File: src/rtl/rns_comb_pkg.sv
package rns_comb_pkg;
  localparam int DEF_N  = 40;
  localparam int DEF_TW = 15;
  localparam int DEF_M  = 16183;

  // default correction contents: a deterministic spread of residues below DEF_M
  function automatic logic [DEF_N*DEF_TW-1:0] default_tbl();
    logic [DEF_N*DEF_TW-1:0] v;
    v = '0;
    for (int k = 0; k < DEF_N; k++) begin
      v[k*DEF_TW +: DEF_TW] = DEF_TW'((13693 + k * 3571) % DEF_M);
    end
    return v;
  endfunction
endpackage

File: src/rtl/csa_sum.sv
module csa_sum #(
  parameter int NUM = 40,
  parameter int IW  = 15,
  parameter int OW  = 21
) (
  input  logic [NUM*IW-1:0] ops,
  output logic [OW-1:0]     total
);
  logic [OW-1:0] ps [NUM];
  logic [OW-1:0] pc [NUM];

  assign ps[0] = OW'(ops[0 +: IW]);
  assign pc[0] = '0;

  // carry-save chain: each stage folds one operand without carry propagation
  for (genvar k = 1; k < NUM; k++) begin : g_csa
    logic [OW-1:0] x;
    assign x     = OW'(ops[k*IW +: IW]);
    assign ps[k] = ps[k-1] ^ pc[k-1] ^ x;
    assign pc[k] = ((ps[k-1] & pc[k-1]) | (ps[k-1] & x) | (pc[k-1] & x)) << 1;
  end

  assign total = ps[NUM-1] + pc[NUM-1];
endmodule

File: src/rtl/corr_rom.sv
module corr_rom #(
  parameter int N_TERMS = 40,
  parameter int TERM_W  = 15,
  parameter int AW      = 6,
  parameter logic [N_TERMS*TERM_W-1:0] TBL = '0
) (
  input  logic [AW-1:0]     idx,
  output logic [TERM_W-1:0] corr,
  output logic              bad_idx
);
  logic [TERM_W-1:0] tbl_w [N_TERMS];

  for (genvar k = 0; k < N_TERMS; k++) begin : g_unpack
    assign tbl_w[k] = TBL[k*TERM_W +: TERM_W];
  end

  always_comb begin
    bad_idx = (32'(idx) >= N_TERMS);
    corr    = '0;
    for (int k = 0; k < N_TERMS; k++) begin
      if (idx == AW'(k)) corr = tbl_w[k];
    end
  end
endmodule

File: src/rtl/barrett_fold.sv
module barrett_fold #(
  parameter int SUM_W = 21,
  parameter int MOD_W = 14,
  parameter int KW    = 8
) (
  input  logic             clk,
  input  logic             rst_n,
  input  logic             chk_en,
  input  logic [SUM_W-1:0] c_in,
  input  logic [MOD_W-1:0] m_in,
  input  logic [KW-1:0]    k_in,
  output logic [MOD_W-1:0] r_out
);
  localparam int PW = SUM_W + KW;

  logic [PW-1:0]    prod;
  logic [KW-1:0]    q_est;
  logic [SUM_W-1:0] qm;
  logic [SUM_W-1:0] diff;
  logic [MOD_W:0]   r1;

  always_comb begin
    prod  = PW'(c_in) * PW'(k_in);
    q_est = prod[PW-1:SUM_W];
    qm    = SUM_W'(SUM_W'(q_est) * SUM_W'(m_in));
    diff  = c_in - qm;
    r1    = diff[MOD_W:0];
    if (r1 >= {1'b0, m_in}) r_out = MOD_W'(r1 - {1'b0, m_in});
    else                    r_out = r1[MOD_W-1:0];
  end


  reduced_lt_mod_chk: assert property (@(posedge clk) disable iff (!rst_n)
    chk_en |-> (r_out < m_in));
endmodule

File: src/rtl/rns_chan_combiner.sv
module rns_chan_combiner #(
  parameter int N_TERMS = rns_comb_pkg::DEF_N,
  parameter int TERM_W  = rns_comb_pkg::DEF_TW,
  parameter int MOD_W   = 14,
  parameter bit PIPE    = 1'b1,
  parameter logic [N_TERMS*TERM_W-1:0] CORR_TBL = rns_comb_pkg::default_tbl(),
  localparam int SUM_W  = TERM_W + $clog2(N_TERMS + 1),
  localparam int KW     = SUM_W - MOD_W + 1,
  localparam int AW     = $clog2(N_TERMS + 1)
) (
  input  logic                      clk,
  input  logic                      rst_n,
  input  logic                      in_valid,
  input  logic [N_TERMS*TERM_W-1:0] terms_in,
  input  logic [AW-1:0]             alpha_in,
  input  logic [MOD_W-1:0]          modulus_in,
  input  logic [KW-1:0]             barrett_k_in,
  output logic                      out_valid,
  output logic [MOD_W-1:0]          residue_out,
  output logic                      alpha_err
);
  logic [SUM_W-1:0]  tsum;
  logic [TERM_W-1:0] corr;
  logic              bad;

  csa_sum #(.NUM(N_TERMS), .IW(TERM_W), .OW(SUM_W)) u_sum (
    .ops   (terms_in),
    .total (tsum)
  );

  corr_rom #(.N_TERMS(N_TERMS), .TERM_W(TERM_W), .AW(AW), .TBL(CORR_TBL)) u_rom (
    .idx     (alpha_in),
    .corr    (corr),
    .bad_idx (bad)
  );

  // stage 1: term sum and table word side by side
  logic              s1_valid;
  logic [SUM_W-1:0]  s1_sum;
  logic [TERM_W-1:0] s1_corr;
  logic              s1_bad;

  if (PIPE) begin : g_pipe
    logic              v_q;
    logic [SUM_W-1:0]  sum_q;
    logic [TERM_W-1:0] corr_q;
    logic              bad_q;

    always_ff @(posedge clk or negedge rst_n) begin
      if (!rst_n) v_q <= 1'b0;
      else        v_q <= in_valid;
    end

    always_ff @(posedge clk or negedge rst_n) begin
      if (!rst_n) begin
        sum_q  <= '0;
        corr_q <= '0;
        bad_q  <= 1'b0;
      end else if (in_valid) begin
        sum_q  <= tsum;
        corr_q <= corr;
        bad_q  <= bad;
      end
    end

    assign s1_valid = v_q;
    assign s1_sum   = sum_q;
    assign s1_corr  = corr_q;
    assign s1_bad   = bad_q;
  end else begin : g_flat
    assign s1_valid = in_valid;
    assign s1_sum   = tsum;
    assign s1_corr  = corr;
    assign s1_bad   = bad;
  end

  // stage 2: add correction, single reduction
  logic [SUM_W-1:0] total;
  logic [MOD_W-1:0] red;

  assign total = s1_sum + SUM_W'(s1_corr);

  barrett_fold #(.SUM_W(SUM_W), .MOD_W(MOD_W), .KW(KW)) u_red (
    .clk    (clk),
    .rst_n  (rst_n),
    .chk_en (s1_valid),
    .c_in   (total),
    .m_in   (modulus_in),
    .k_in   (barrett_k_in),
    .r_out  (red)
  );

  logic             ov_d;
  logic [MOD_W-1:0] res_d;
  logic             err_d;

  always_comb begin
    ov_d  = s1_valid;
    res_d = residue_out;
    err_d = alpha_err;
    if (s1_valid) begin
      res_d = red;
      err_d = s1_bad;
    end
  end

  always_ff @(posedge clk or negedge rst_n) begin
    if (!rst_n) begin
      out_valid   <= 1'b0;
      residue_out <= '0;
      alpha_err   <= 1'b0;
    end else begin
      out_valid   <= ov_d;
      residue_out <= res_d;
      alpha_err   <= err_d;
    end
  end


  latency_chk: assert property (@(posedge clk) disable iff (!rst_n)
    in_valid |-> ##(1 + PIPE) out_valid);


  bad_alpha_flag_chk: assert property (@(posedge clk) disable iff (!rst_n)
    (in_valid && (32'(alpha_in) >= N_TERMS)) |-> ##(1 + PIPE) alpha_err);


  hold_idle_chk: assert property (@(posedge clk) disable iff (!rst_n)
    !s1_valid |=> ($stable(residue_out) && $stable(alpha_err) && !out_valid));
endmodule

File: config.mk
export PLATFORM = sky130hd
export DESIGN_NAME = rns_chan_combiner
export DESIGN_NICKNAME = d
export VERILOG_FILES = /design/src/rtl/rns_comb_pkg.sv /design/src/rtl/csa_sum.sv /design/src/rtl/corr_rom.sv /design/src/rtl/barrett_fold.sv /design/src/rtl/rns_chan_combiner.sv
export SDC_FILE = /design/constraint.sdc
export NUM_CORES = 2
export LEC_CHECK = 0
export BUFFER_PORTS_ARGS = -buffer_cell sky130_fd_sc_hd__buf_2
export CAP_MARGIN = 10
export CELL_PAD_IN_SITES_DETAIL_PLACEMENT = 0
export CELL_PAD_IN_SITES_GLOBAL_PLACEMENT = 2
export CORE_ASPECT_RATIO = 0.8
export CORE_MARGIN = 3
export CORE_UTILIZATION = 39
export DETAILED_ROUTE_END_ITERATION = 10
export PLACE_DENSITY = 0.95
export SKIP_LAST_GASP = 1
export SYNTH_ARGS = -nofsm -noshare
export SYNTH_HDL_FRONTEND = slang
export SYNTH_SLANG_ARGS = --single-unit
File: constraint.sdc
create_clock -name clk -period 22 [get_ports clk]
set_clock_uncertainty 0.05 [all_clocks]
set_input_delay 2.2 -clock clk [delete_from_list [all_inputs] [get_ports clk]]
set_output_delay 2.2 -clock clk [all_outputs]
set_load 0.005 [all_outputs]
==> flow_metrics.tcl <==
set metrics [dict create \
    layout.filler_cells 6546 \
    final-setup-viol-count 14 \
    crit_top_cell "fa_1" \
    track_usage 0.285 \
    ioPinCount 647 \
    gp_congestion 1.03 \
    slowest_stage "fa_1" \
    violations "negative setup slack" \
    fin_ws_ns -1.19 \
    die_area_um2 73500 \
    worstPathMaxFanout 2 \
    final_cell_mix "fa_1, buf_2, inv_1" \
    netlist_instances 2536 \
    tightest_slew_ns 1.32 \
    vias 21300 \
    multiInputGateArea_um2 24600 \
    holdCritPathClass "flop to flop" \
    grt_first_pass_wirelength_mm 151 \
    ant_nets 0 \
    cp.arrival_ns 23.35 \
    avgSynthCellArea_um2 10.8 \
    final_common_cell "fa_1" \
    cap_viol_max_count 0 \
    drt_first_pass_iters 6 \
    rsz0062_at_grt "true" \
    overflow 0 \
    cp-start-kind "primary input" \
    period_share 1.05 \
    fin_util 0.474 \
    port_buffers 646 \
    clock_sinks 53 \
    wirelength_mm 103 \
    ff_latch_area_um2 1330 \
    slew_headroom 0.116 \
    crit_cells 57 \
    hpwl_mm 95.2 \
    syn2layout_area_growth_pct 19.6 \
    post-route-cell-area_um2 32800 \
    clk_latency_ns 0.32 \
    cts_htree_levels 2 \
    synth_nets 4220 \
    crit_path_end_kind "flop" \
    criticalPathCategory "primary input to flop" \
    critPathMaxStageDelay_ns 0.54 \
    grt_pass1_vias 23000 \
    max_freq_ghz 0.0431 \
    synthFlopType "dfrtp_1" \
    fin_crit_ns 23.19 \
    start_util 0.396 \
    worst-path-buf-inv 4 \
    slew_violations 0 \
    rows 86 \
    synth-async-reset-ratio 1.00 \
    clk_pin_slew_ns 0.08 \
    drc 0 \
    clockRootBuffer "clkbuf_16" \
    drive_above_1_share 0.260 \
    status "finished, violations left" \
    grt_max_degree 54 \
    die_w_um 302 \
    path_delay_family "adder cells" \
    avgViaCountPerCell 5.12 \
    placed_area_um2 32100 \
    ys_types 78 \
    hold_depth 2 \
    hold_violations 0 \
    first_iter_violations 1306 \
    ys_ff_latch 53 \
    coreArea_um2 69200 \
    synth_edf_count 0 \
    nNetsFinal 4885 \
    cts_tree "built" \
    cts-buffers-inserted 5 \
    synth_area_um2 27400 \
    reg2regPathDepth 46 \
    clock_path_buffers 2 \
    synth_warnings 0 \
    die_y_um 243 \
    grt_antenna_before_repair 61 \
    routedWlPerCell_um 24.9 \
    ys_seq_area_frac 0.0484 \
    crit_required_ns 22.16 \
]
-- flip-flops by register name, indices dropped and copies added (netlist names) --
signal and cells:
out_valid 1, g_pipe.sum_q 21, residue_out 14, g_pipe.corr_q 14, g_pipe.bad_q 1, alpha_err 1, g_pipe.v_q 1
-- worst min-delay path, stage by stage (launching register included) --
cell and delay (ns):
dfrtp_1 0.36, nand2_1 0.06, o31ai_1 0.06
-- final timing paths --
path | from | to | slack, ns
min in group asynchronous | rst_n | g_pipe.bad_q | 1.97
max | terms_in[1] | g_pipe.sum_q[17] | -1.19
max reg2reg | g_pipe.corr_q[0] | residue_out[11] | 7.23
min | residue_out[2] | residue_out[2] | 0.46
max in group asynchronous | rst_n | g_pipe.sum_q[0] | 19.34
min reg2reg | residue_out[2] | residue_out[2] | 0.46
-- area by class of cell --
type                    count  area share
inverters                 431      0.0494
multi-input cells        1992       0.751
clock inverters             3    0.000878
repair buffers            718       0.116
diodes                     33     0.00252
clock buffers               5     0.00382
well taps                 924      0.0353
flip-flops and latches     53      0.0405
-- cells in the mapped netlist (all sizes together) (7+ instances only) --
master | n | area share
nor2b | 9 | 0.0021
ha | 335 | 0.15
fa | 718 | 0.52
o21ai | 69 | 0.013
o211ai | 7 | 0.0019
a21oi | 72 | 0.013
o31ai | 10 | 0.0027
nand3 | 33 | 0.0062
o22ai | 15 | 0.0034
clkbuf | 53 | 0.0073
xnor2 | 72 | 0.023
nand4 | 10 | 0.0023
dfrtp | 53 | 0.048
nor2 | 89 | 0.012
and2 | 117 | 0.027
xor2 | 26 | 0.0083
nor3 | 24 | 0.0046
nand2 | 195 | 0.027
a21o | 20 | 0.0055
a211oi | 14 | 0.0040
inv | 427 | 0.059
a31oi | 33 | 0.0075
mux2 | 19 | 0.0078
o21bai | 9 | 0.0026
buf | 7 | 0.0011
nand2b | 7 | 0.0016
-- timing repair --
action                                  4_1_cts  5_1_grt
endpoints found under the setup margin       14       18
pin swaps                                    21       30
resized for setup                            54       30
buffers inserted                              6        8
cloned                                        0        0
hold buffers                                  0        0
-- metal layers --
layer / vias to the layer above / part of all wire / GRT usage / routed length (µm)
met5: - / 0.0014 / 0 / 141
met4: 20 / 0.040 / 0.105 / 4180
met3: 163 / 0.065 / 0.0569 / 6770
met2: 805 / 0.48 / 0.459 / 49300
met1: 10900 / 0.42 / 0.381 / 43000
li1: 9471 / - / - / -
-- kinds of logic after synthesis --
kind of cell               Yosys count  share of synthesized area
muxes                               21                    0.00854
and+or+nand+nor                    511                     0.0896
adders and majority gates         1053                      0.678
xor gates and xnor gates           101                     0.0338
buffers and inverters              491                     0.0674
DFF                                 53                     0.0484
AOI/OAI and AO/OA                  306                     0.0744
-- per-stage QoR --
stage          std cells  hold WS [ns]  TNS (ns)  setup WS (ns)
2_1_floorplan       2536         0.302     -2.13         -0.534
3_3_place_gp        4109         0.422    -14.56          -1.42
3_5_place_dp        4109         0.440    -16.98          -1.54
4_1_cts             4121         0.460    -10.78          -1.19
5_1_grt             4146         0.464    -19.31          -1.76
6_report            4159         0.457    -10.39          -1.19
Power is left out: the tool's default activity adds up to more than one toggle a clock period on the data nets, which glitch-free logic cannot reach.
